[src/rtl/hsdet_pkg.sv]
package hsdet_pkg;

  // Highest divider exponent: base tick times 2^6 = 64 ms.
  localparam int MAX_TICK_EXP = 6;
  localparam int PLUG_CODE_W  = 3;
  localparam int BTN_CODE_W   = 2;
  localparam int CFG_W        = 1 + PLUG_CODE_W + BTN_CODE_W;
  localparam logic [PLUG_CODE_W-1:0] PLUG_CODE_MAX = 3'd5;

  typedef enum logic [1:0] {
    JACK_EMPTY   = 2'b00,
    JACK_NO_MIC  = 2'b01,
    JACK_UNUSED  = 2'b10,
    JACK_WITH_MIC = 2'b11
  } jackStatus_e;

  typedef struct packed {
    logic [BTN_CODE_W-1:0]  btnCode;
    logic [PLUG_CODE_W-1:0] plugCode;
    logic                   enable;
  } detCfg_t;

  typedef struct packed {
    logic plugTick;     // sample strobe for plug and mic filters
    logic btnTick;      // sample strobe for button filter
    logic btnBypass;    // button filter follows its input
    logic plugRestart;  // plug code changed
    logic btnRestart;   // button code changed
    logic clearAll;     // detection disabled
  } ctrlStrobes_t;

endpackage

[src/rtl/hsdet_filter.sv]
module hsdet_filter #(
  parameter int SAMPLES = 8
) (
  input  logic clk,
  input  logic rstN,
  input  logic clear,
  input  logic restart,
  input  logic bypass,
  input  logic sampleTick,
  input  logic din,
  output logic stable
);
  localparam int CNT_W = (SAMPLES > 1) ? $clog2(SAMPLES) : 1;
  localparam logic [CNT_W-1:0] LAST = CNT_W'(SAMPLES - 1);

  logic [CNT_W-1:0] agreeCnt;

  always_ff @(posedge clk) begin
    if (!rstN || clear) begin
      stable   <= 1'b0;
      agreeCnt <= '0;
    end else if (bypass) begin
      stable   <= din;
      agreeCnt <= '0;
    end else if (restart) begin
      agreeCnt <= '0;
    end else if (sampleTick) begin
      if (din == stable) begin
        agreeCnt <= '0;
      end else if (agreeCnt == LAST) begin
        stable   <= din;
        agreeCnt <= '0;
      end else begin
        agreeCnt <= agreeCnt + 1'b1;
      end
    end
  end
endmodule

[src/rtl/hsdet_ctrl.sv]
module hsdet_ctrl
  import hsdet_pkg::*;
#(
  parameter int PRESCALE = 1000
) (
  input  logic             clk,
  input  logic             rstN,
  input  logic             refTick,
  input  logic             cfgWe,
  input  logic [CFG_W-1:0] cfgWdata,
  output detCfg_t          cfg,
  output ctrlStrobes_t     strobes
);
  localparam int PRE_W = (PRESCALE > 1) ? $clog2(PRESCALE) : 1;
  localparam logic [PRE_W-1:0] PRE_LAST = PRE_W'(PRESCALE - 1);

  detCfg_t                 cfgNext;
  logic [PRE_W-1:0]        preCnt;
  logic                    baseTick;
  logic [MAX_TICK_EXP-1:0] divCnt;
  logic [MAX_TICK_EXP:0]   tickVec;
  logic [PLUG_CODE_W-1:0]  plugSel;
  logic [PLUG_CODE_W-1:0]  plugIdx;
  logic                    btnTickSel;

  assign cfgNext = detCfg_t'(cfgWdata);

  // configuration register
  always_ff @(posedge clk) begin
    if (!rstN)      cfg <= '0;
    else if (cfgWe) cfg <= cfgNext;
  end

  // 1 MHz enable -> 1 ms base tick
  always_ff @(posedge clk) begin
    if (!rstN) begin
      preCnt <= '0;
    end else if (refTick) begin
      if (preCnt == PRE_LAST) preCnt <= '0;
      else                    preCnt <= preCnt + 1'b1;
    end
  end
  assign baseTick = refTick && (preCnt == PRE_LAST);

  always_ff @(posedge clk) begin
    if (!rstN)         divCnt <= '0;
    else if (baseTick) divCnt <= divCnt + 1'b1;
  end

  // tickVec[k] pulses once every 2^k base ticks
  assign tickVec[0] = baseTick;
  for (genvar k = 1; k <= MAX_TICK_EXP; k++) begin : g_tick
    assign tickVec[k] = baseTick && (&divCnt[k-1:0]);
  end

  // plug code: reserved values fold onto the slowest setting
  assign plugSel = (cfg.plugCode > PLUG_CODE_MAX) ? PLUG_CODE_MAX : cfg.plugCode;
  assign plugIdx = plugSel + 3'd1;

  always_comb begin
    case (cfg.btnCode)
      2'd1:    btnTickSel = tickVec[0];
      2'd2:    btnTickSel = tickVec[1];
      2'd3:    btnTickSel = tickVec[2];
      default: btnTickSel = 1'b0;
    endcase
  end

  always_comb begin
    strobes.plugTick    = tickVec[plugIdx];
    strobes.btnTick     = btnTickSel;
    strobes.btnBypass   = (cfg.btnCode == '0);
    strobes.plugRestart = cfgWe && (cfgNext.plugCode != cfg.plugCode);
    strobes.btnRestart  = cfgWe && (cfgNext.btnCode != cfg.btnCode);
    strobes.clearAll    = !cfg.enable;
  end
endmodule

[src/rtl/hsdet_datapath.sv]
module hsdet_datapath
  import hsdet_pkg::*;
#(
  parameter int SAMPLES = 8
) (
  input  logic         clk,
  input  logic         rstN,
  input  logic         headsetRaw,
  input  logic         micRaw,
  input  ctrlStrobes_t strobes,
  output jackStatus_e  status,
  output logic         buttonPressed
);
  logic [1:0] plugSync;
  logic [1:0] micSync;
  logic       plugStable;
  logic       micStable;
  logic       btnStable;
  logic       micClear;
  logic       btnClear;

  // two-flop resynchronizers
  always_ff @(posedge clk) begin
    if (!rstN) begin
      plugSync <= '0;
      micSync  <= '0;
    end else begin
      plugSync <= {plugSync[0], headsetRaw};
      micSync  <= {micSync[0], micRaw};
    end
  end

  assign micClear = strobes.clearAll || !plugStable;
  assign btnClear = micClear || !micStable;

  hsdet_filter #(.SAMPLES(SAMPLES)) u_plug (
    .clk(clk), .rstN(rstN),
    .clear(strobes.clearAll), .restart(strobes.plugRestart),
    .bypass(1'b0), .sampleTick(strobes.plugTick),
    .din(plugSync[1]), .stable(plugStable)
  );

  hsdet_filter #(.SAMPLES(SAMPLES)) u_mic (
    .clk(clk), .rstN(rstN),
    .clear(micClear), .restart(strobes.plugRestart),
    .bypass(1'b0), .sampleTick(strobes.plugTick),
    .din(micSync[1]), .stable(micStable)
  );

  // a press pulls the mic line low
  hsdet_filter #(.SAMPLES(SAMPLES)) u_btn (
    .clk(clk), .rstN(rstN),
    .clear(btnClear), .restart(strobes.btnRestart),
    .bypass(strobes.btnBypass), .sampleTick(strobes.btnTick),
    .din(!micSync[1]), .stable(btnStable)
  );

  always_comb begin
    if (strobes.clearAll || !plugStable) status = JACK_EMPTY;
    else if (micStable)                  status = JACK_WITH_MIC;
    else                                 status = JACK_NO_MIC;
  end

  assign buttonPressed = btnStable && !btnClear;
endmodule

[src/rtl/headset_debounce_top.sv]
module headset_debounce_top
  import hsdet_pkg::*;
#(
  parameter int PRESCALE = 1000,
  parameter int SAMPLES  = 8
) (
  input  logic       clk,
  input  logic       rstN,
  input  logic       refTick,
  input  logic       headsetRaw,
  input  logic       micRaw,
  input  logic       cfgWe,
  input  logic [5:0] cfgWdata,
  output logic [7:0] cfgRdData,
  output logic [1:0] status,
  output logic       buttonPressed
);
  detCfg_t      cfg;
  ctrlStrobes_t ctlStrobes;
  jackStatus_e  jackState;

  hsdet_ctrl #(.PRESCALE(PRESCALE)) u_ctrl (
    .clk(clk), .rstN(rstN), .refTick(refTick),
    .cfgWe(cfgWe), .cfgWdata(cfgWdata),
    .cfg(cfg), .strobes(ctlStrobes)
  );

  hsdet_datapath #(.SAMPLES(SAMPLES)) u_dp (
    .clk(clk), .rstN(rstN),
    .headsetRaw(headsetRaw), .micRaw(micRaw),
    .strobes(ctlStrobes),
    .status(jackState), .buttonPressed(buttonPressed)
  );

  assign status    = jackState;
  assign cfgRdData = {jackState, cfg};
endmodule

[config.mk]
export PLATFORM = sky130hd
export DESIGN_NAME = headset_debounce_top
export DESIGN_NICKNAME = d
export VERILOG_FILES = /design/src/rtl/hsdet_pkg.sv /design/src/rtl/hsdet_filter.sv /design/src/rtl/hsdet_ctrl.sv /design/src/rtl/hsdet_datapath.sv /design/src/rtl/headset_debounce_top.sv
export SDC_FILE = /design/constraint.sdc
export NUM_CORES = 1
export LEC_CHECK = 0
export ABC_AREA = 1
export ABC_CLOCK_PERIOD_IN_PS = 2300
export CORE_MARGIN = 2
export CORE_UTILIZATION = 30
export CTS_CLUSTER_DIAMETER = 100
export DETAILED_ROUTE_END_ITERATION = 10
export DONT_BUFFER_PORTS = 1
export PLACE_DENSITY_LB_ADDON = 0.3
export SYNTH_ARGS = -nofsm -noshare
export SYNTH_HDL_FRONTEND = slang
export SYNTH_HIERARCHICAL = 1
export SYNTH_SLANG_ARGS = --single-unit
export TNS_END_PERCENT = 10
[constraint.sdc]
create_clock -name clk -period 2.3 [get_ports clk]
set_clock_uncertainty 0.15 [all_clocks]
set_input_delay 0.23 -clock clk [delete_from_list [all_inputs] [get_ports clk]]
set_output_delay 0.23 -clock clk [all_outputs]
set_load 0.01 [all_outputs]
==> results of run 1 <==
==> state kept, by name (all words and copies together) (netlist names) <==
name / count
u_ctrl/preCnt: 10
u_ctrl/cfg: 6
u_ctrl/divCnt: 6
u_dp/u_btn/agreeCnt: 3
u_dp/u_mic/agreeCnt: 3
u_dp/u_plug/agreeCnt: 3
u_dp/micSync: 2
u_dp/plugSync: 2
u_dp/u_btn/stable: 1
u_dp/u_mic/stable: 1
u_dp/u_plug/stable: 1
==> metal layers <==
layer | GRT usage (%) | vias to the layer above | part of all wire, %
li1 | - | 1046 | -
met1 | 16.0 | 816 | 53
met2 | 18.7 | 27 | 42
met3 | 3.73 | 2 | 4.3
met4 | 2.07 | 0 | 0.29
met5 | 0 | - | 0
==> logic make-up (layout without fill, tap and decap cells) <==
group,Yosys count,after routing,share of synthesized area [%]
fa+ha+maj,11,11,6.40
simple gates,161,161,32.7
compound gates,38,38,9.71
buf+inv,68,88,12.4
xor+xnor,8,8,3.26
other cells,1,4,0.174
flops,38,38,35.3
==> area by class of cell <==
class / instances / area [sq um]
Timing Repair Buffer: 17 / 158
Clock inverter: 1 / 5.00
Clock buffer: 7 / 86.3
Tap cell: 96 / 120
Sequential cell: 38 / 762
Inverter: 63 / 236
Multi-Input combinational cell: 222 / 1140
Fill cell: 731 / 4360
==> report_power, final <==
group	switching (mW)	internal (mW)
combinational	0.0694	0.0529
clock	0.232	0.242
sequential	0.0143	0.672
==> worst max-delay path, delay by kind of cell (launching register included) <==
kind,cells,cell delay [ns]
AOI/OAI and AO/OA,2,0.26
and+or+nand+nor,8,0.68
adders and majority gates,1,0.34
buffers and inverters,1,0.19
DFF,1,0.33
==> per-stage QoR <==
stage / utilization, % / cell area (sq um) / hold slack, ns
2_1_floorplan: - / 2160 / 0.173
3_3_place_gp: 33.4 / 2290 / 0.179
3_5_place_dp: 33.4 / 2290 / 0.181
4_1_cts: 36.4 / 2500 / 0.00750
5_1_grt: 36.6 / 2510 / 0.0236
6_report: 36.6 / 2510 / 0.0122
==> cell usage in the layout, fill, tap and decap left out, types with 4 or more instances in the layout <==
cell	instances
nand3_1	24
inv_2	7
nor2_1	34
a21oi_1	24
nor2_2	6
conb_1	4
clkbuf_8	6
o21ai_0	7
nand2_1	80
dlygate4sd3_1	12
inv_1	56
xnor2_1	6
ha_1	11
dfxtp_1	37
buf_4	5
==> what timing repair did <==
item,CTS,global route
gates resized for setup,0,3
setup endpoints to repair,0,7
hold endpoints to repair,19,0
hold buffers,12,0
==> worst max-delay path by stage <==
stage | endpoint | cells past startpoint | start | slack (ns)
detailed placement | u_dp/u_btn/stable | 8 | u_ctrl/preCnt[0] | 0.17
global route | u_dp/u_mic/agreeCnt[2] | 12 | u_ctrl/cfg[1] | 0.0007
finish | u_dp/u_mic/stable | 12 | u_ctrl/cfg[2] | 0.24
floorplan | u_dp/u_plug/stable | 11 | u_ctrl/cfg[3] | 0.03
global placement | u_dp/u_btn/agreeCnt[1] | 9 | u_ctrl/preCnt[0] | 0.20
CTS | u_dp/u_btn/stable | 8 | u_ctrl/preCnt[0] | 0.15
==> run_results.csv, run 1 <==
group,metric,value,unit
floorplanning,die_y,88.7,um
final_layout,syn2layout_area_growth,16.7,%
cts,clk_pin_slew,0.08,ns
synthesis,synth_flop_cell,"dfxtp_1",
sta,period_share,89.7,%
cts,cts-root-buf,"clkbuf_8",
route,vias,1891,
run_status,status,"finished, final reports clean",
route,wire_per_inst,9.95,um
global_route,grt-ovfl-total,0,
synthesis,synthDistinctLibCells,29,
min_path,holdPathStages,3,
min_path,holdPathEnd,"u_ctrl/preCnt[1]",
cts,clk-insertion-delay-late,0.28,ns
route,drt_wl_total,4420,um
final_layout,fin_nets,370,
place,portBuffers,0,
sta,setup_tns,0,ns
global_route,grt_pass1_vias,1671,
critical_path,critical_path.max_stage_delay,0.34,ns
critical_path,r2r_cells,12,
route,drt_iter0_markers,128,
floorplanning,die_x,88.7,um
min_path,holdCritStartpoint,"refTick",
sta,fmax,485,MHz
power_and_ir_drop,cellPowerDensity,511,mW/mm^2
cts,cts_tree,"done",
synthesis,syn_inst,325,
synthesis,synth_top_area_share,35.3,%
synthesis,yosys_warnings,6,
cts,htreeDepth,2,
synthesis,syn_area,0.00215,sq mm
route,via_per_inst,4.26,
final_layout,antenna_cells,0,
critical_path,slowest_stage,"ha_1",
floorplanning,io-pin-count,23,
global_route,grt_max_degree,16,
sta,rsz0062_at_grt,"no",
critical_path,timing.rr.start,"u_ctrl/cfg[2]",
sta,maxSlewHeadroom,57.9,%
power_and_ir_drop,leakage,1.10,nW
place,place_worst_setup_slack,0.171,ns
synthesis,synth_edf_count,0,
place,dp.cells,424,
power_and_ir_drop,ir_drop,0.239,mV
sta,hold_viol_final,0,
critical_path,cp.required,2.33,ns
cts,clkSinkCount,38,
sta,period_minus_slack,2.06,ns
sta,setup_slack,0.238,ns
floorplanning,fp-row-count,30,
sta,worstMarginPinSlew,0.630,ns
critical_path,reg2reg_to,"u_dp/u_mic/stable",
cts,post_cts_buffers,0,
critical_path,cp_cell_sequence,"nand2_1, nand2_1, ha_1, nor2_1, nand2_1, nand2_1, nand2_1, a21oi_1, buf_4, nand3_1, a21oi_1, nor2_1",
critical_path,cp.arrival,2.09,ns
critical_path,cp_common_cell,"nand2_1",
place,hpwl,3190,um
floorplanning,die_area,0.00787,sq mm
sta,setup_viol,0,
synthesis,synth_seq_cells,38,
final_layout,drive_gt1_share,10.6,%
place,gp_congestion,0.780,
flow_run,max_cap_violations,0,
route,ant_nets,0,
final_layout,instances_no_fill,444,
floorplanning,coreArea,0.00687,sq mm
synthesis,syn_avg_cell_area,6.62,sq um
floorplanning,initial_core_util,31.3,%
global_route,grt_pass1_wl,7360,um
route,drc,0,
critical_path,endpoint_kind,"flop",
synthesis,ys_seq_area_share,35.3,%
critical_path,critical_path_class,"reg -> reg",
critical_path,rrSetupSlack,0.24,ns
critical_path,cp_max_fo,12,
cts,clockBufferDepth,2,
min_path,hold_class,"in -> reg",
global_route,grt_use_total,11.8,%
cts,cts_buffers,5,
route,first_pass_iters,4,
synthesis,synthTopCellsByCount,"nand2_1 (80), inv_1 (56), dfxtp_1 (38)",
synthesis,synth.most_common_cell,"nand2_1",
synthesis,synth_top_cell_by_area,"dfxtp_1",
power_and_ir_drop,finalPower,1.28,mW
sta,slew_violations,0,
synthesis,async_flop_share,0,%
critical_path,start_kind,"flop",
global_route,antenna_found_initial,0,
synthesis,ys_top_cells_by_area,"dfxtp_1 (35%), nand2_1 (14%), inv_1 (9.8%), ha_1 (6.4%), nor2_1 (5.9%)",
Power figures use the tool's default switching activity.
==> run 2: changes to the inputs <==
- CORE_MARGIN: 2 -> 4
==> run_results.csv, run 2 (synthesis results as in run 1) <==
group,metric,value,unit
final_layout,largest_register_ffs,10,
min_path,holdPathEnd,"u_dp/u_mic/stable",
sta,setup_viol,0,
cts,clk-insertion-delay-late,0.29,ns
critical_path,crit_family,"simple AND/OR/NAND/NOR gates",
min_path,holdPathStages,4,
sta,setup_tns,0,ns
critical_path,cp_common_cell,"nand2_1",
critical_path,cp.required,2.34,ns
power_and_ir_drop,finalPower,1.30,mW
sta,worstMarginPinSlew,0.612,ns
power_and_ir_drop,internal-power,0.972,mW
critical_path,critical_path.max_stage_delay,0.36,ns
cts,cts-root-buf,"clkbuf_8",
power_and_ir_drop,ir_drop,0.229,mV
final_layout,most-common-layout-cells,"nand2_1 (80), inv_1 (56), dfxtp_1 (37), nor2_1 (33)",
global_route,grt_pass1_wl,7960,um
critical_path,crit_buf_inv,1,
floorplanning,coreArea,0.00687,sq mm
route,drt_iter0_markers,75,
power_and_ir_drop,p_comb_share,10.1,%
cts,clkSinkCount,38,
critical_path,slowest_stage,"dfxtp_1",
final_layout,instances_no_fill,446,
cts,post_cts_buffers,0,
final_layout,top_register,"u_ctrl/preCnt",
min_path,holdCritStartpoint,"rstN",
power_and_ir_drop,clkPwrFrac,37.2,%
place,hpwl,3380,um
floorplanning,initial_core_util,31.3,%
critical_path,critical_path_class,"reg -> reg",
power_and_ir_drop,leakage,1.11,nW
run_status,status,"finished, final reports clean",
route,wire_per_inst,10.3,um
route,ant_nets,0,
critical_path,cp.arrival,2.07,ns
final_layout,syn2layout_area_growth,18.4,%
sta,fmax,493,MHz
sta,period_minus_slack,2.03,ns
place,dp.cells,425,
floorplanning,die_x,92.7,um
global_route,grt_use_total,11.2,%
final_layout,fin_nets,372,
min_path,hold_class,"in -> reg",
power_and_ir_drop,p_sw,0.331,mW
global_route,grt_pass1_vias,1807,
sta,maxSlewHeadroom,59.0,%
route,drt_wl_total,4620,um
cts,cts_tree,"done",
cts,clk_pin_slew,0.08,ns
cts,cts_buffers,5,
flow_run,max_cap_violations,0,
floorplanning,die_y,92.7,um
critical_path,timing.rr.start,"u_ctrl/cfg[2]",
final_layout,drive_gt1_share,11.7,%
place,portBuffers,0,
final_layout,fillCellCount,754,
global_route,grt_max_degree,16,
power_and_ir_drop,switching_share,25.4,%
final_layout,finalInstanceArea,0.00255,sq mm
route,drc,0,
critical_path,start_kind,"flop",
place,placed_area,0.00230,sq mm
critical_path,r2r_cells,12,
cts,clockBufferDepth,2,
critical_path,cp_max_fo,12,
final_layout,antenna_cells,0,
route,via_per_inst,4.30,
sta,slew_violations,0,
sta,rsz0062_at_grt,"no",
final_layout,top_regs,"u_ctrl/preCnt: 10 flops, u_ctrl/cfg: 6 flops, u_ctrl/divCnt: 6 flops",
final_layout,mostFrequentLayoutCell,"nand2_1",
critical_path,reg2reg_to,"u_dp/u_mic/stable",
global_route,grt-ovfl-total,0,
place,gp_congestion,0.821,
power_and_ir_drop,p_seq_share,52.7,%
sta,hold_viol_final,0,
floorplanning,io-pin-count,23,
critical_path,cp_cell_sequence,"nand2_1, nand2_1, ha_4, nor2_2, nand2_1, nand2_1, nand2_1, a21oi_1, buf_4, nand3_1, a21oi_1, nor2_1",
critical_path,endpoint_kind,"flop",
power_and_ir_drop,cellPowerDensity,511,mW/mm^2
final_layout,fin_util,37.1,%
global_route,antenna_found_initial,0,
route,first_pass_iters,4,
critical_path,rrSetupSlack,0.27,ns
sta,period_share,88.2,%
route,vias,1918,
floorplanning,fp-row-count,30,
floorplanning,die_area,0.00859,sq mm
cts,htreeDepth,2,
## run 2: cell types whose count changed in the layout (fill, tap and decap cells not counted)
cell,delta
nor2_2,+1
clkbuf_1,-1
clkinvlp_4,+1
dlygate4sd3_1,+1
buf_4,+1
nor2_1,-1
ha_1,-1
ha_4,+1
## run 2: worst register-to-register path: stages, from the launching register on
cell     delay [ns]
dfxtp_1        0.36
nand2_1        0.09
nand2_1        0.18
ha_4           0.25
nor2_2         0.12
nand2_1        0.06
nand2_1        0.05
nand2_1        0.05
a21oi_1        0.13
buf_4          0.19
nand3_1        0.12
a21oi_1        0.15
nor2_1         0.06
## run 2: power by group through the flow
stage	Clock, mW	Combinational (mW)	Sequential (mW)
after floorplan	0	0.0777	0.702
after global placement	0	0.0995	0.702
after detailed placement	0	0.101	0.702
after CTS	0.506	0.125	0.687
after global routing	0.534	0.148	0.690
final	0.484	0.131	0.687
## run 2: repair_timing
item	4_1_cts	5_1_grt
gates resized for setup	0	5
endpoints found under the hold margin	19	0
hold buffers	13	0
setup endpoints to repair	0	8
## run 2: final cells by class
type	instances	area (sq um)	share of cell area (%)
multi-input combinational	222	1160	45.5
inverter	63	236	9.28
clock buffer	6	82.6	3.24
timing repair buffer	19	175	6.87
sequential	38	762	29.9
clock inverter	2	12.5	0.491
tap	96	120	4.71
## run 2: through the flow
step / hold slack [ns] / worst slack, ns
floorplan: 0.173 / 0.0340
global placement: 0.178 / 0.229
detailed placement: 0.182 / 0.144
CTS: 0.00191 / 0.126
global route: 0.0124 / 0.0187
finish: 0.0161 / 0.272
## run 2: worst max-delay path by stage
stage / start / to / slack (ns) / cells past startpoint
3_5_place_dp: u_ctrl/preCnt[0] / u_dp/u_btn/stable / 0.14 / 8
2_1_floorplan: u_ctrl/cfg[3] / u_dp/u_plug/stable / 0.03 / 11
6_report: u_ctrl/cfg[2] / u_dp/u_mic/stable / 0.27 / 12
4_1_cts: u_ctrl/preCnt[0] / u_dp/u_btn/stable / 0.13 / 8
5_1_grt: u_ctrl/cfg[2] / u_dp/u_mic/stable / 0.02 / 12
3_3_place_gp: u_ctrl/preCnt[0] / u_dp/u_btn/agreeCnt[1] / 0.23 / 9
## run 2: layer usage
| metal | wire, um | up-vias | share of wire [%] | global-route usage (%) |
|---|---|---|---|---|
| li1 | - | 1047 | - | - |
| met1 | 2420 | 843 | 52 | 15.1 |
| met2 | 1980 | 26 | 43 | 17.8 |
| met3 | 199 | 2 | 4.3 | 3.09 |
| met4 | 21 | 0 | 0.45 | 2.93 |
| met5 | 0 | - | 0 | 0 |
==> run 3: changes to the inputs <==
- CORE_MARGIN: 4 -> 5
==> run_results.csv, run 3 (synthesis results as in run 1) <==
group,metric,value,unit
place,hpwl,3350,um
sta,period_share,91.1,%
final_layout,largest_register_ffs,10,
flow_run,max_cap_violations,0,
final_layout,fillCellCount,743,
route,wire_per_inst,10.6,um
floorplanning,die_area,0.00897,sq mm
place,portBuffers,0,
critical_path,reg2reg_to,"u_dp/u_plug/agreeCnt[0]",
final_layout,top_regs,"u_ctrl/preCnt: 10 flops, u_ctrl/cfg: 6 flops, u_ctrl/divCnt: 6 flops",
final_layout,most-common-layout-cells,"nand2_1 (80), inv_1 (56), dfxtp_1 (38), nor2_1 (34), nand3_1 (24)",
route,wl_met3,285,um
cts,htreeDepth,2,
cts,clockBufferDepth,2,
route,wl_met2,2090,um
route,drc,0,
floorplanning,io-pin-count,23,
final_layout,antenna_cells,0,
cts,post_cts_buffers,0,
floorplanning,die_x,94.7,um
place,dp.cells,424,
critical_path,critical_path_class,"reg -> reg",
route,drt-met1-wl,2300,um
cts,cts_buffers,5,
power_and_ir_drop,cellPowerDensity,543,mW/mm^2
critical_path,crit_family,"simple AND/OR/NAND/NOR gates",
power_and_ir_drop,finalPower,1.37,mW
critical_path,crit_path_start,"u_ctrl/cfg[3]",
route,vias,1936,
route,drt_iter0_markers,96,
final_layout,fin_util,36.7,%
critical_path,crit_cells,12,
route,ant_nets,0,
final_layout,mostFrequentLayoutCell,"nand2_1",
sta,period_minus_slack,2.10,ns
final_layout,drive_gt1_share,11.2,%
cts,cts-root-buf,"clkbuf_8",
cts,cts_tree,"done",
floorplanning,coreArea,0.00687,sq mm
route,via_per_inst,4.37,
sta,hold_viol_final,0,
cts,clk-insertion-delay-late,0.29,ns
sta,setup_tns,0,ns
global_route,grt_max_degree,16,
final_layout,instances_no_fill,443,
critical_path,critical_path.max_stage_delay,0.34,ns
sta,rsz0062_at_grt,"no",
global_route,grt_pass1_wl,8090,um
power_and_ir_drop,leakage,1.10,nW
sta,maxSlewHeadroom,59.8,%
critical_path,endpoint,"u_dp/u_plug/agreeCnt[0]",
sta,fmax,477,MHz
route,first_pass_iters,4,
floorplanning,die_y,94.7,um
critical_path,cp.required,2.33,ns
global_route,grt_use_total,11.2,%
route,drt_wl_total,4690,um
critical_path,rrSetupSlack,0.20,ns
cts,clkSinkCount,38,
route,top_layer,"met4",
critical_path,timing.rr.start,"u_ctrl/cfg[3]",
critical_path,cp.arrival,2.13,ns
sta,setup_viol,0,
place,gp_congestion,0.782,
critical_path,endpoint_kind,"flop",
sta,worstMarginPinSlew,0.600,ns
sta,slew_violations,0,
min_path,hold_class,"in -> reg",
final_layout,top_register,"u_ctrl/preCnt",
final_layout,fin_nets,369,
run_status,status,"finished, final reports clean",
global_route,antenna_found_initial,0,
critical_path,r2r_cells,12,
critical_path,slowest_stage,"dfxtp_1",
critical_path,cp_cell_sequence,"nand2_1, nand2_1, ha_1, nor2_1, nand2_1, nand2_1, nand2_1, a21oi_2, clkdlybuf4s15_2, nand2_1, nand3_1, a21oi_1",
floorplanning,fp-row-count,30,
global_route,grt-ovfl-total,0,
final_layout,syn2layout_area_growth,17.3,%
cts,clk_pin_slew,0.08,ns
critical_path,start_kind,"flop",
critical_path,cp_max_fo,6,
floorplanning,initial_core_util,31.3,%
critical_path,cp_common_cell,"nand2_1",
critical_path,crit_buf_inv,1,
global_route,grt_pass1_vias,1835,
power_and_ir_drop,ir_drop,0.222,mV
==> run 3: worst min path at each step <==
stage,start,to,slack [ns],depth (start not counted)
after floorplan,rstN,u_dp/micSync[0],0.17,2
after global placement,rstN,u_dp/micSync[1],0.18,2
after detailed placement,rstN,u_dp/micSync[1],0.18,2
after CTS,cfgWe,u_ctrl/cfg[3],0.006,2
after global routing,rstN,u_dp/u_plug/stable,0.03,4
final,cfgWdata[1],u_ctrl/cfg[1],0.01,2
==> run 3: routing by layer <==
metal | vias to the layer above | global-route usage (%)
met1 | 849 | 14.9
met5 | - | 0
li1 | 1049 | -
met2 | 36 | 17.9
met3 | 2 | 3.11
met4 | 0 | 2.88
==> run 3: per-stage QoR <==
| step | hold WS [ns] | instance area, sq um | setup WS, ns |
|---|---|---|---|
| after floorplan | 0.173 | 2160 | 0.0340 |
| after global placement | 0.181 | 2290 | 0.196 |
| after detailed placement | 0.180 | 2290 | 0.177 |
| after CTS | 0.00602 | 2500 | 0.151 |
| after global routing | 0.0295 | 2520 | 0.0180 |
| final | 0.0104 | 2520 | 0.204 |
==> run 3: report_power, final <==
part           leakage [nW]  total (mW)  switching [mW]  internal (mW)
logic                 0.737       0.123          0.0721         0.0505
registers             0.309       0.687          0.0146          0.672
clock network        0.0579       0.561           0.242          0.319
total                  1.10        1.37           0.328           1.04
==> run 3: area by class of cell <==
cell class | count | area [sq um] | share of cell area [%]
Multi-Input combinational cell | 222 | 1150 | 45.5
Sequential cell | 38 | 761 | 30.1
Inverter | 63 | 236 | 9.37
Timing Repair Buffer | 16 | 149 | 5.90
Tap cell | 96 | 120 | 4.76
Clock buffer | 5 | 68.8 | 2.73
Clock inverter | 3 | 40.0 | 1.59
==> run 3: timing repair <==
item	4_1_cts	5_1_grt
endpoints found under the setup margin	0	11
hold endpoints to repair	20	0
resized for setup	0	3
hold buffers	10	0
